$ cat config.mk
export PLATFORM = sky130hd
export DESIGN_NAME = irqc_concentrator
export DESIGN_NICKNAME = d
export VERILOG_FILES = /design/src/rtl/irqc_pkg.sv /design/src/rtl/irqc_pin_sync.sv /design/src/rtl/irqc_resolver.sv /design/src/rtl/irqc_regs.sv /design/src/rtl/irqc_concentrator.sv
export SDC_FILE = /design/constraint.sdc
export NUM_CORES = 1
export LEC_CHECK = 0
export ABC_AREA = 1
export ABC_CLOCK_PERIOD_IN_PS = 38900
export BUFFER_PORTS_ARGS = -buffer_cell sky130_fd_sc_hd__buf_4
export CAP_MARGIN = 20
export CORE_ASPECT_RATIO = 1.4
export CORE_MARGIN = 2
export CORE_UTILIZATION = 35
export CTS_CLUSTER_DIAMETER = 100
export DETAILED_ROUTE_END_ITERATION = 10
export PLACE_DENSITY = 0.56
export SLEW_MARGIN = 5
export SYNTH_ARGS = -nofsm -noshare
export SYNTH_HDL_FRONTEND = slang
export SYNTH_HIERARCHICAL = 1
export SYNTH_SLANG_ARGS = --single-unit
$ cat constraint.sdc
create_clock -name clk -period 38.9 [get_ports clk]
set_input_delay 3.89 -clock clk [delete_from_list [all_inputs] [get_ports clk]]
set_output_delay 3.89 -clock clk [all_outputs]
set_load 0.03 [all_outputs]
$ cat src/rtl/irqc_pkg.sv
package irqc_pkg;

    localparam int DATA_W = 32;
    localparam int CODE_W = 6;
    localparam logic [CODE_W-1:0] ERR_CODE = '1;

    typedef enum logic [2:0] {
        A_PEND_LO = 3'd0,
        A_PEND_HI = 3'd1,
        A_MASK_LO = 3'd2,
        A_MASK_HI = 3'd3,
        A_CTRL    = 3'd4,
        A_SLOT    = 3'd5,
        A_EDGE    = 3'd6,
        A_VEC     = 3'd7
    } reg_addr_e;

    typedef enum logic [0:0] {
        ST_NORMAL   = 1'b0,
        ST_ERR_HOLD = 1'b1
    } err_state_e;

endpackage

$ cat src/rtl/irqc_pin_sync.sv
module irqc_pin_sync #(
    parameter int NUM_EXT = 8
) (
    input  logic               clk,
    input  logic               rst_n,
    input  logic [NUM_EXT-1:0] ext_n,
    input  logic [NUM_EXT-1:0] edge_sel,
    output logic [NUM_EXT-1:0] ext_set
);

    for (genvar e = 0; e < NUM_EXT; e++) begin : g_pin
        logic meta_q;
        logic sync_q;
        logic prev_q;
        logic fall;

        always_ff @(posedge clk or negedge rst_n) begin
            if (!rst_n) begin
                meta_q <= 1'b1;
                sync_q <= 1'b1;
                prev_q <= 1'b1;
            end else begin
                meta_q <= ext_n[e];
                sync_q <= meta_q;
                prev_q <= sync_q;
            end
        end

        assign fall       = prev_q & ~sync_q;
        assign ext_set[e] = edge_sel[e] ? fall : ~sync_q;

        // a falling edge is reported for one cycle only
        p_fall_once_r12: assert property (@(posedge clk) disable iff (!rst_n)
            fall |=> !fall);
    end

endmodule

$ cat src/rtl/irqc_resolver.sv
module irqc_resolver
    import irqc_pkg::*;
#(
    parameter int NUM_SRC  = 34,
    parameter int NUM_FAST = 3,
    parameter int NUM_SLOW = 4,
    parameter int SLOT_W   = 2
) (
    input  logic                       clk,
    input  logic                       rst_n,
    input  logic [NUM_SRC-1:0]         active,
    input  logic [CODE_W-1:0]          top_code,
    input  logic                       spread,
    input  logic [NUM_FAST*SLOT_W-1:0] fast_slots,
    input  logic [NUM_SLOW*SLOT_W-1:0] slow_slots,
    output logic [CODE_W-1:0]          win_code
);

    localparam int NUM_MISC  = NUM_SRC - NUM_FAST - NUM_SLOW;
    localparam int FAST_STEP = 4 * (NUM_MISC / NUM_FAST);
    localparam int SLOW_STEP = 4 * (NUM_MISC / NUM_SLOW);
    localparam int SLOW_BASE = 8;
    localparam int MISC_BASE = 16;
    localparam int RANK_W    = 8;
    localparam int KEY_W     = RANK_W + 1;

    logic [KEY_W-1:0] key [NUM_SRC];

    for (genvar i = 0; i < NUM_SRC; i++) begin : g_key
        logic [RANK_W-1:0] rank;
        if (i < NUM_FAST) begin : g_fast
            logic [SLOT_W-1:0] slot;
            assign slot = fast_slots[i*SLOT_W +: SLOT_W];
            assign rank = spread
                ? RANK_W'(MISC_BASE + 1) + RANK_W'(slot) * RANK_W'(FAST_STEP)
                : RANK_W'(slot);
        end else if (i < NUM_FAST + NUM_SLOW) begin : g_slow
            logic [SLOT_W-1:0] slot;
            assign slot = slow_slots[(i-NUM_FAST)*SLOT_W +: SLOT_W];
            assign rank = spread
                ? RANK_W'(MISC_BASE + 2) + RANK_W'(slot) * RANK_W'(SLOW_STEP)
                : RANK_W'(SLOW_BASE) + RANK_W'(slot);
        end else begin : g_misc
            assign rank = RANK_W'(MISC_BASE + 4 * (i - NUM_FAST - NUM_SLOW));
        end
        assign key[i] = {(top_code != CODE_W'(i + 1)), rank};
    end

    always_comb begin
        logic             found;
        logic [KEY_W-1:0] best_key;
        found    = 1'b0;
        best_key = '1;
        win_code = '0;
        for (int i = 0; i < NUM_SRC; i++) begin
            if (active[i] && (!found || key[i] < best_key)) begin
                found    = 1'b1;
                best_key = key[i];
                win_code = CODE_W'(i + 1);
            end
        end
    end

    p_winner_pending_r5: assert property (@(posedge clk) disable iff (!rst_n)
        (win_code != '0) |-> active[win_code - 1'b1]);

    p_top_first_r9: assert property (@(posedge clk) disable iff (!rst_n)
        ((top_code != '0) && (top_code <= NUM_SRC) && active[top_code - 1'b1])
            |-> (win_code == top_code));

endmodule

$ cat src/rtl/irqc_regs.sv
module irqc_regs
    import irqc_pkg::*;
#(
    parameter int NUM_SRC  = 34,
    parameter int NUM_FAST = 3,
    parameter int NUM_SLOW = 4,
    parameter int NUM_EXT  = 8,
    parameter int SLOT_W   = 2
) (
    input  logic                       clk,
    input  logic                       rst_n,
    input  logic                       wr_en,
    input  logic                       rd_en,
    input  logic [2:0]                 addr,
    input  logic [DATA_W-1:0]          wdata,
    output logic [DATA_W-1:0]          rdata,
    input  logic [NUM_SRC-1:0]         src_set,
    input  logic [CODE_W-1:0]          win_code,
    output logic [NUM_SRC-1:0]         active,
    output logic [CODE_W-1:0]          top_code,
    output logic                       spread,
    output logic [NUM_FAST*SLOT_W-1:0] fast_slots,
    output logic [NUM_SLOW*SLOT_W-1:0] slow_slots,
    output logic [NUM_EXT-1:0]         edge_sel,
    output logic                       irq,
    output logic [CODE_W-1:0]          vec_code
);

    localparam int HI_W       = NUM_SRC - DATA_W;
    localparam int FAST_BITS  = NUM_FAST * SLOT_W;
    localparam int SLOW_BITS  = NUM_SLOW * SLOT_W;
    localparam int SLOW_LSB   = 16;
    localparam int SPREAD_BIT = 8;

    function automatic logic [FAST_BITS-1:0] fast_ident();
        logic [FAST_BITS-1:0] r;
        for (int c = 0; c < NUM_FAST; c++) r[c*SLOT_W +: SLOT_W] = SLOT_W'(c);
        return r;
    endfunction

    function automatic logic [SLOW_BITS-1:0] slow_ident();
        logic [SLOW_BITS-1:0] r;
        for (int c = 0; c < NUM_SLOW; c++) r[c*SLOT_W +: SLOT_W] = SLOT_W'(c);
        return r;
    endfunction

    logic [NUM_SRC-1:0]   pend_q, mask_q, clr, mask_d;
    logic [CODE_W-1:0]    top_q, vec_q;
    logic                 spread_q, irq_q;
    logic [FAST_BITS-1:0] fslot_q;
    logic [SLOW_BITS-1:0] sslot_q;
    logic [NUM_EXT-1:0]   edge_q;
    logic                 race, vec_ack;
    err_state_e           state_q, state_d;

    // write decode for the flag words
    always_comb begin
        clr    = '0;
        mask_d = mask_q;
        if (wr_en) begin
            unique case (addr)
                A_PEND_LO: clr[DATA_W-1:0]       = wdata;
                A_PEND_HI: clr[NUM_SRC-1:DATA_W] = wdata[HI_W-1:0];
                A_MASK_LO: mask_d[DATA_W-1:0]    = wdata;
                A_MASK_HI: mask_d[NUM_SRC-1:DATA_W] = wdata[HI_W-1:0];
                default: ;
            endcase
        end
    end

    assign race    = |(mask_d & ~mask_q & pend_q);
    assign vec_ack = rd_en && (addr == A_VEC);
    assign active  = pend_q & ~mask_q;

    always_ff @(posedge clk or negedge rst_n) begin
        if (!rst_n) begin
            pend_q   <= '0;
            mask_q   <= '1;
            top_q    <= '0;
            spread_q <= 1'b0;
            fslot_q  <= fast_ident();
            sslot_q  <= slow_ident();
            edge_q   <= '0;
        end else begin
            pend_q <= (pend_q & ~clr) | src_set;
            mask_q <= mask_d;
            if (wr_en && addr == A_CTRL) begin
                top_q    <= wdata[CODE_W-1:0];
                spread_q <= wdata[SPREAD_BIT];
            end
            if (wr_en && addr == A_SLOT) begin
                fslot_q <= wdata[FAST_BITS-1:0];
                sslot_q <= wdata[SLOW_LSB +: SLOW_BITS];
            end
            if (wr_en && addr == A_EDGE) edge_q <= wdata[NUM_EXT-1:0];
        end
    end

    // error-hold state machine: state register
    always_ff @(posedge clk or negedge rst_n) begin
        if (!rst_n) state_q <= ST_NORMAL;
        else        state_q <= state_d;
    end

    always_comb begin
        state_d = state_q;
        unique case (state_q)
            ST_NORMAL:   if (race) state_d = ST_ERR_HOLD;
            ST_ERR_HOLD: if (vec_ack && !race) state_d = ST_NORMAL;
            default:     state_d = ST_NORMAL;
        endcase
    end

    // error-hold state machine: outputs
    always_ff @(posedge clk or negedge rst_n) begin
        if (!rst_n) begin
            vec_q <= '0;
            irq_q <= 1'b0;
        end else begin
            vec_q <= (state_q == ST_ERR_HOLD) ? ERR_CODE : win_code;
            irq_q <= (state_q == ST_ERR_HOLD) || (|active);
        end
    end

    always_comb begin
        rdata = '0;
        unique case (addr)
            A_PEND_LO: rdata = pend_q[DATA_W-1:0];
            A_PEND_HI: rdata[HI_W-1:0] = pend_q[NUM_SRC-1:DATA_W];
            A_MASK_LO: rdata = mask_q[DATA_W-1:0];
            A_MASK_HI: rdata[HI_W-1:0] = mask_q[NUM_SRC-1:DATA_W];
            A_CTRL: begin
                rdata[CODE_W-1:0]  = top_q;
                rdata[SPREAD_BIT]  = spread_q;
            end
            A_SLOT: begin
                rdata[FAST_BITS-1:0]           = fslot_q;
                rdata[SLOW_LSB +: SLOW_BITS]   = sslot_q;
            end
            A_EDGE:  rdata[NUM_EXT-1:0] = edge_q;
            A_VEC:   rdata[CODE_W-1:0]  = vec_q;
            default: rdata = '0;
        endcase
    end

    assign top_code   = top_q;
    assign spread     = spread_q;
    assign fast_slots = fslot_q;
    assign slow_slots = sslot_q;
    assign edge_sel   = edge_q;
    assign irq        = irq_q;
    assign vec_code   = vec_q;

    p_set_wins_r3: assert property (@(posedge clk) disable iff (!rst_n)
        (src_set != '0) |=> ((pend_q & $past(src_set)) == $past(src_set)));

    p_err_vector_r10: assert property (@(posedge clk) disable iff (!rst_n)
        (state_q == ST_ERR_HOLD) |=> (vec_q == ERR_CODE));

    p_irq_vec_agree_r1: assert property (@(posedge clk) disable iff (!rst_n)
        irq_q == (vec_q != '0));

    p_mask_hold_r4: assert property (@(posedge clk) disable iff (!rst_n)
        !(wr_en && (addr == A_MASK_LO || addr == A_MASK_HI)) |=> $stable(mask_q));

endmodule

$ cat src/rtl/irqc_concentrator.sv
module irqc_concentrator
    import irqc_pkg::*;
#(
    parameter int NUM_SRC  = 34,
    parameter int NUM_FAST = 3,
    parameter int NUM_SLOW = 4,
    parameter int NUM_EXT  = 8,
    parameter int SLOT_W   = 2,
    localparam int NUM_INT = NUM_SRC - NUM_EXT
) (
    input  logic               clk,
    input  logic               rst_n,
    input  logic               wr_en,
    input  logic               rd_en,
    input  logic [2:0]         addr,
    input  logic [31:0]        wdata,
    output logic [31:0]        rdata,
    input  logic [NUM_INT-1:0] int_src,
    input  logic [NUM_EXT-1:0] ext_n,
    output logic               irq,
    output logic [5:0]         vec_code
);

    logic [NUM_EXT-1:0]         ext_set, edge_sel;
    logic [NUM_SRC-1:0]         src_set, active;
    logic [CODE_W-1:0]          win_code, top_code;
    logic                       spread;
    logic [NUM_FAST*SLOT_W-1:0] fast_slots;
    logic [NUM_SLOW*SLOT_W-1:0] slow_slots;

    irqc_pin_sync #(.NUM_EXT(NUM_EXT)) u_pins (
        .clk      (clk),
        .rst_n    (rst_n),
        .ext_n    (ext_n),
        .edge_sel (edge_sel),
        .ext_set  (ext_set)
    );

    assign src_set = {ext_set, int_src};

    irqc_regs #(
        .NUM_SRC(NUM_SRC), .NUM_FAST(NUM_FAST), .NUM_SLOW(NUM_SLOW),
        .NUM_EXT(NUM_EXT), .SLOT_W(SLOT_W)
    ) u_regs (
        .clk        (clk),
        .rst_n      (rst_n),
        .wr_en      (wr_en),
        .rd_en      (rd_en),
        .addr       (addr),
        .wdata      (wdata),
        .rdata      (rdata),
        .src_set    (src_set),
        .win_code   (win_code),
        .active     (active),
        .top_code   (top_code),
        .spread     (spread),
        .fast_slots (fast_slots),
        .slow_slots (slow_slots),
        .edge_sel   (edge_sel),
        .irq        (irq),
        .vec_code   (vec_code)
    );

    irqc_resolver #(
        .NUM_SRC(NUM_SRC), .NUM_FAST(NUM_FAST), .NUM_SLOW(NUM_SLOW), .SLOT_W(SLOT_W)
    ) u_resolve (
        .clk        (clk),
        .rst_n      (rst_n),
        .active     (active),
        .top_code   (top_code),
        .spread     (spread),
        .fast_slots (fast_slots),
        .slow_slots (slow_slots),
        .win_code   (win_code)
    );

endmodule

* Yosys cells after proc, flatten, opt, wreduce, memory -nomap -nowiden
Index checks and enable logic that the tools add are counted.
W data, S select, Z words.
** Storage, ports and cells
- Flip-flop bits (word level) :: 129
- Input port bits :: 73
- Output and inout bits :: 39
- Word-level logic and storage cells :: 391
** Operators by class
- $add $sub $neg :: 11
- Multiply operators :: 7
- $lt $le $gt $ge :: 33
- Eq/ne operators :: 41
- Muxes and demuxes :: 132
- Bitwise operators :: 24
- Reductions and logical operators :: 109
** Operators by type and width (count)
- $lt A9 B9 Y1 :: 33
- $mux W9 :: 33
- $mux W6 :: 34
- $and A34 B34 Y34 :: 4
- $ne A6 B5 Y1 const B :: 16
- $mux W34 :: 2
- $not A34 Y34 :: 2
- $reduce_or A34 Y1 :: 2
- $mux W32 :: 2
- $mux W8 :: 7
- $ne A6 B4 Y1 const B :: 8
- $mux W1 :: 44
- $logic_and A1 B1 Y1 :: 38
- $logic_not A1 Y1 :: 34
- $logic_or A1 B1 Y1 :: 34
- $or A34 B34 Y34 :: 1
- $add A5 B7 Y8 const A :: 4
- $add A5 B8 Y8 const A :: 3
- $ne A6 B3 Y1 const B :: 4
- $pmux W4 S6 :: 1
- $pmux W8 S3 :: 1
- $add A4 B2 Y5 const A :: 4
- $mul A2 B4 Y6 const B :: 3
- $ne A6 B6 Y1 const B :: 3
- 16 further kinds :: 40

* Longest topological paths before layout
- Depth in word-level cells :: 137
- Gate-level depth with buffers :: 297

* By module
Netlist, hierarchy kept.
** Modules (own cells, without submodules)
- irqc_resolver :: instances 1, cells an instance 1038, area each 5441.5 um^2, seq. area each 0.0 um^2
- irqc_regs :: instances 1, cells an instance 667, area each 5358.9 um^2, seq. area each 2677.6 um^2
- irqc_pin_sync :: instances 1, cells an instance 40, area each 730.7 um^2, seq. area each 630.6 um^2

* Worst setup path before layout
Ideal clock, no wire load.
- Path kind :: register to register
- From :: register u_regs.spread_q, in the netlist u_regs/spread
- To :: register u_regs.vec_q[5], in the netlist u_regs/vec_code[5]
- Library setup time :: 0.127 ns
- Data arrival time :: 30.423 ns
- Path slack :: 8.350 ns
- Cell stages (with the launch flop) :: 264
- Cells stage by stage :: dfrtp_1 -> clkbuf_1 -> clkbuf_1 -> clkbuf_1 -> nor2_1 -> ha_1 -> nand2_1 -> nand2_1 -> nand2_1 -> nand2_1 -> nand2_1 -> nand2_1 -> nand2_1 -> nand2_2 -> inv_1 -> nand2_1 -> o21ai_1 -> inv_1 -> (+228 left out) -> nand2_1 -> nand2_1 -> nand2_2 -> o21ai_0 -> ha_1 -> nand2_1 -> nand2_1 -> nand2_2 -> nand2_4 -> nand2_1 -> o21ai_1 -> ha_1 -> nand2_1 -> nand2_1 -> nand2_2 -> nand2_1 -> nand2_1 -> or2_2
** Between the ends
- Word-level cells in the longest chain between the ends :: 135
** RTL lines
- start: declaration :: RTL line irqc_regs.sv:49 : logic spread_q, irq_q;
- start signal: assignment :: RTL line irqc_regs.sv:89 : spread_q <= wdata[SPREAD_BIT];
- $mux W8 :: RTL line irqc_resolver.sv:35 : ? RANK_W'(MISC_BASE + 1) + RANK_W'(slot) * RANK_W'(FAST_STEP)
- $mux W9 :: RTL line irqc_resolver.sv:56 : if (active[i] && (!found || key[i] < best_key)) begin
- $lt A9 B9 Y1 :: RTL line irqc_resolver.sv:56
- $logic_or A1 B1 Y1 :: RTL line irqc_resolver.sv:56
- $logic_and A1 B1 Y1 :: RTL line irqc_resolver.sv:56
- $mux W9 / $mux W1 (equally long branches) :: RTL line irqc_resolver.sv:56
- $lt A9 B9 Y1 / $logic_not A1 Y1 (equally long branches) :: RTL line irqc_resolver.sv:56
- $logic_or A1 B1 Y1 :: RTL line irqc_resolver.sv:56
- (+120 left out)
- $logic_and A1 B1 Y1 :: RTL line irqc_resolver.sv:56
- $mux W9 / $mux W1 (equally long branches) :: RTL line irqc_resolver.sv:56
- $lt A9 B9 Y1 / $logic_not A1 Y1 (equally long branches) :: RTL line irqc_resolver.sv:56
- $logic_or A1 B1 Y1 :: RTL line irqc_resolver.sv:56
- $logic_and A1 B1 Y1 :: RTL line irqc_resolver.sv:56
- $mux W6 * :: RTL line irqc_resolver.sv:56
- via win_code[5] :: RTL line irqc_concentrator.sv:26 : logic [CODE_W-1:0] win_code, top_code;
- $mux W6 * :: RTL line irqc_regs.sv:120 : vec_q <= (state_q == ST_ERR_HOLD) ? ERR_CODE : win_code;
- end signal: assignment :: RTL line irqc_regs.sv:120
- end: declaration :: RTL line irqc_regs.sv:48 : logic [CODE_W-1:0] top_q, vec_q;
The timed path passes the listed nets; every way through them passes the cells marked *.
A chain may end at the register's enable or synchronous reset.

* Worst setup path after layout
- From :: register u_regs.top_q[3], in the netlist u_regs/top_code[3]
- To :: register u_regs.vec_q[3], in the netlist u_regs/vec_code[3]
** Between the ends
- Word-level cells in the longest chain between the ends :: 135
** RTL lines
- start: declaration :: RTL line irqc_regs.sv:48
- start signal: assignment :: RTL line irqc_regs.sv:88 : top_q <= wdata[CODE_W-1:0];
- $ne A6 B1 Y1 :: RTL line irqc_resolver.sv:46 : assign key[i] = {(top_code != CODE_W'(i + 1)), rank};
- $mux W9 :: RTL line irqc_resolver.sv:56
- $lt A9 B9 Y1 :: RTL line irqc_resolver.sv:56
- $logic_or A1 B1 Y1 :: RTL line irqc_resolver.sv:56
- $logic_and A1 B1 Y1 :: RTL line irqc_resolver.sv:56
- $mux W9 / $mux W1 (equally long branches) :: RTL line irqc_resolver.sv:56
- $lt A9 B9 Y1 / $logic_not A1 Y1 (equally long branches) :: RTL line irqc_resolver.sv:56
- $logic_or A1 B1 Y1 :: RTL line irqc_resolver.sv:56
- (+120 left out)
- $logic_and A1 B1 Y1 :: RTL line irqc_resolver.sv:56
- $mux W9 / $mux W1 (equally long branches) :: RTL line irqc_resolver.sv:56
- $lt A9 B9 Y1 / $logic_not A1 Y1 (equally long branches) :: RTL line irqc_resolver.sv:56
- $logic_or A1 B1 Y1 :: RTL line irqc_resolver.sv:56
- $logic_and A1 B1 Y1 :: RTL line irqc_resolver.sv:56
- $mux W6 * :: RTL line irqc_resolver.sv:56
- via win_code[3] :: RTL line irqc_concentrator.sv:26
- $mux W6 * :: RTL line irqc_regs.sv:120
Marks and branches as above.

==> summary.md <==
| Metric | Value |
|---|---|
| Run status | complete, no violations |
| Crit end category | register |
| Yosys cell types | 52 |
| Synthesized instance count | 1745 |
| Rel. slew slack | 42.3% |
| Antenna-violating nets left | 0 |
| Critical path origin | u_regs/top_code[3] |
| Post-route DRC | 0 |
| Hold depth | 0 |
| First-pass DRT Iterations | 6 |
| Port Buffers | 111 |
| Min-delay worst type | reg2reg |
| R2R cell count | 244 |
| Xor-xnor portion of the synthesized cell area | 0.0760% |
| Dominant cells by area after synthesis | dfstp_2 (15%), dfrtp_1 (14%), nand2_1 (13%) |
| Tcrit/Tclk final | 88.7% |
| Slew @ Worst Pin | 0.866 ns |
| Ports | 112 |
| Critical path launch point type | register |
| First-pass GRT wire length | 59500 um |
| Reg2reg end | u_regs/vec_code[3] |
| Synth Area in Compound Gates | 15.6% |
| Cell mode on critical path | nand2_1 |
| Worst r2r src | u_regs/top_code[3] |
| DR vias | 11600 |
| Critical Path AT | 34.82 ns |
| Yosys top cell area share | 14.6% |
| Largest family of logic cells by synthesized area | simple AND/OR/NAND/NOR gates |
| Vias in the first global route | 11400 |
| Slowest stage cell, crit path | dfrtp_1 |
| Initial antenna violation count | 0 |
| Syn Std Cell Area | 0.0115 mm2 |
| Placed wire-length estimate | 30200 um |
| H-tree levels | 4 |
| Ant diodes | 0 |
| Layout cells sized above 1 | 19.1% |
| RSZ-0062 raised after global routing | false |
| Nets | 1994 |
| Post-CTS Hold Buffers | 0 |
| Initial DRC count | 632 |
| Crit Path Class | reg2reg |
| Yosys warns | 6 |
| Largest net degree at the start of global routing | 68 |
| Clk slew on worst S/H paths | 0.06 ns |
| Adder-cell share of the synthesized area | 8.36% |
| Crit-path max FO | 20 |
| Via density per instance | 5.05 |
| Mux share of post-synthesis cell area | 0.586% |
| Fin crit period | 34.51 ns |
| # rows | 78 |
| Post-synthesis sequential area ratio | 28.7% |
| Simple-gate share of the synthesized area | 34.6% |
| Die width | 157 um |
| Final Hold Viols | 0 |
| Syn nets | 1895 |
| Worst skew pair latency | 0.43 ns |
| Sink Count | 129 |
| Fraction of registers with async set or reset after synthesis | 100% |
| Root Driver | clkbuf_16 |
| Post-synth EDFFs | 0 |
| GPL Wtd Cong | 0.931 |
| Synth cell count leaders | nand2_1 (411), inv_1 (277), nor2_1 (216) |
| Max-slew violation count | 0 |
| CP Data Required Time | 39.21 ns |
| Area of the core | 0.0324 mm2 |
| Post-CTS sizing | 0 |
| Most frequent cell after synthesis | nand2_1 |
| Clk_skew | 0.00599 ns |
| DIE AREA | 0.0344 mm2 |
| Top_reg_cell synth | dfrtp_1 |
| Setup violations, final | 0 |
| Maximum clock frequency | 0.0290 GHz |
| Setup TNS | 0 ns |
| Largest area contributor in the netlist | dfstp_2 |
| R2R Setup Slk | 4.39 ns |
| Die Y | 219 um |
| CTS tree | yes |
| Gr ovfl total | 0 |
| WL/cell | 16.5 um |
| Largest stage delay on the critical path | 0.46 ns |
| CP endpoint | u_regs/vec_code[3] |
| Num CTS Buffers | 17 |
| Initial Utilization | 35.6% |
| Area Growth Syn to Fin | 15.7% |
| GRT Util Overall | 22.4% |
| Maximum clock insertion buffer count | 2 |
| Syn Area/Cell | 6.61 um2 |
| Synthesized flop and latch total | 129 |
| Max cap viols | 0 |
| Final wirelength | 37900 um |
| Setup Buffers After CTS | 0 |
==> registers in the layout, indices dropped and copies added (netlist names) <==
signal	flops
u_regs/mask_q	34
u_regs/pend_q	34
u_pins/g_pin.meta_q	8
u_pins/g_pin.prev_q	8
u_pins/g_pin.sync_q	8
u_regs/edge_sel	8
u_regs/slow_slots	8
u_regs/fast_slots	6
u_regs/top_code	6
u_regs/vec_code	6
u_regs/irq	1
u_regs/spread	1
u_regs/state_q	1
==> area by class of cell <==
cell class / count / area [um2]
flip-flops and latches: 129 / 3310
multi-input cells: 1267 / 6830
repair buffers: 124 / 935
well taps: 440 / 551
clock buffers: 17 / 425
inverters: 305 / 1140
fillers: 3568 / 19100
clock inverters: 15 / 151
==> cell families (layout without fill, tap and decap cells) <==
kind of cell / count (synthesis) / in the layout
adders and majority gates: 77 / 77
AOI/OAI and AO/OA: 298 / 298
DFF: 129 / 129
buffers and inverters: 349 / 461
xor gates and xnor gates: 1 / 1
and+or+nand+nor: 885 / 885
muxes: 6 / 6
==> how the worst min path moves through the flow <==
stage                                  end              startpoint
global route        u_pins/g_pin[7].sync_q  u_pins/g_pin[7].meta_q
CTS                 u_pins/g_pin[4].sync_q  u_pins/g_pin[4].meta_q
floorplan           u_pins/g_pin[0].sync_q  u_pins/g_pin[0].meta_q
global placement    u_pins/g_pin[1].sync_q  u_pins/g_pin[1].meta_q
detailed placement  u_pins/g_pin[4].sync_q  u_pins/g_pin[4].meta_q
finish              u_pins/g_pin[1].sync_q  u_pins/g_pin[1].meta_q
==> layer usage <==
metal / vias to the layer above / wire length [um] / GRT usage (%) / part of all wire, %
li1: 5827 / - / - / -
met1: 5429 / 15900 / 26.8 / 42
met2: 274 / 19000 / 39.9 / 50
met3: 64 / 1460 / 2.80 / 3.9
met4: 0 / 1510 / 9.61 / 4.0
met5: - / 0 / 0 / 0
==> cells in the final DEF, fill, tap and decap left out, types with 6 or more instances in the layout <==
master / instances
o21bai_1: 25
a211oi_1: 7
a21oi_2: 9
inv_2: 25
o211ai_1: 13
nor2_2: 7
nor2_1: 213
nand4_1: 37
o22ai_1: 32
nand3_2: 12
or2_2: 10
a21o_1: 6
a21oi_1: 41
nand3_1: 97
ha_1: 77
nor3_1: 17
nand2_1: 411
o21ai_1: 15
buf_4: 123
nand2_4: 21
nand2_2: 45
inv_1: 277
o21ai_0: 117
clkbuf_16: 17
dfstp_2: 64
dfrtp_1: 65
==> critical path: cells and delay by family (launching register included) <==
| kind | cells | cell delay, ns |
|---|---|---|
| and+or+nand+nor | 152 | 12.87 |
| AOI/OAI and AO/OA | 48 | 10.51 |
| adders and majority gates | 33 | 9.62 |
| DFF | 1 | 0.46 |
| buffers and inverters | 11 | 0.87 |
==> through the flow <==
| stage | utilization (%) | hold slack, ns | setup WS, ns | cell area, um2 | cells |
|---|---|---|---|---|---|
| finish | 41.2 | 0.353 | 4.39 | 13300 | 2297 |
| global route | 41.2 | 0.359 | 0.159 | 13300 | 2297 |
| CTS | 41.2 | 0.356 | 4.22 | 13300 | 2297 |
| detailed placement | 39.4 | 0.348 | 4.37 | 12800 | 2265 |
| global placement | 39.4 | 0.346 | 5.43 | 12800 | 2265 |
| floorplan | - | 0.345 | 8.35 | 11500 | 1745 |
Power is not shown: default switching activity piles up to over one toggle a cycle in this logic, so the estimate is an artifact.
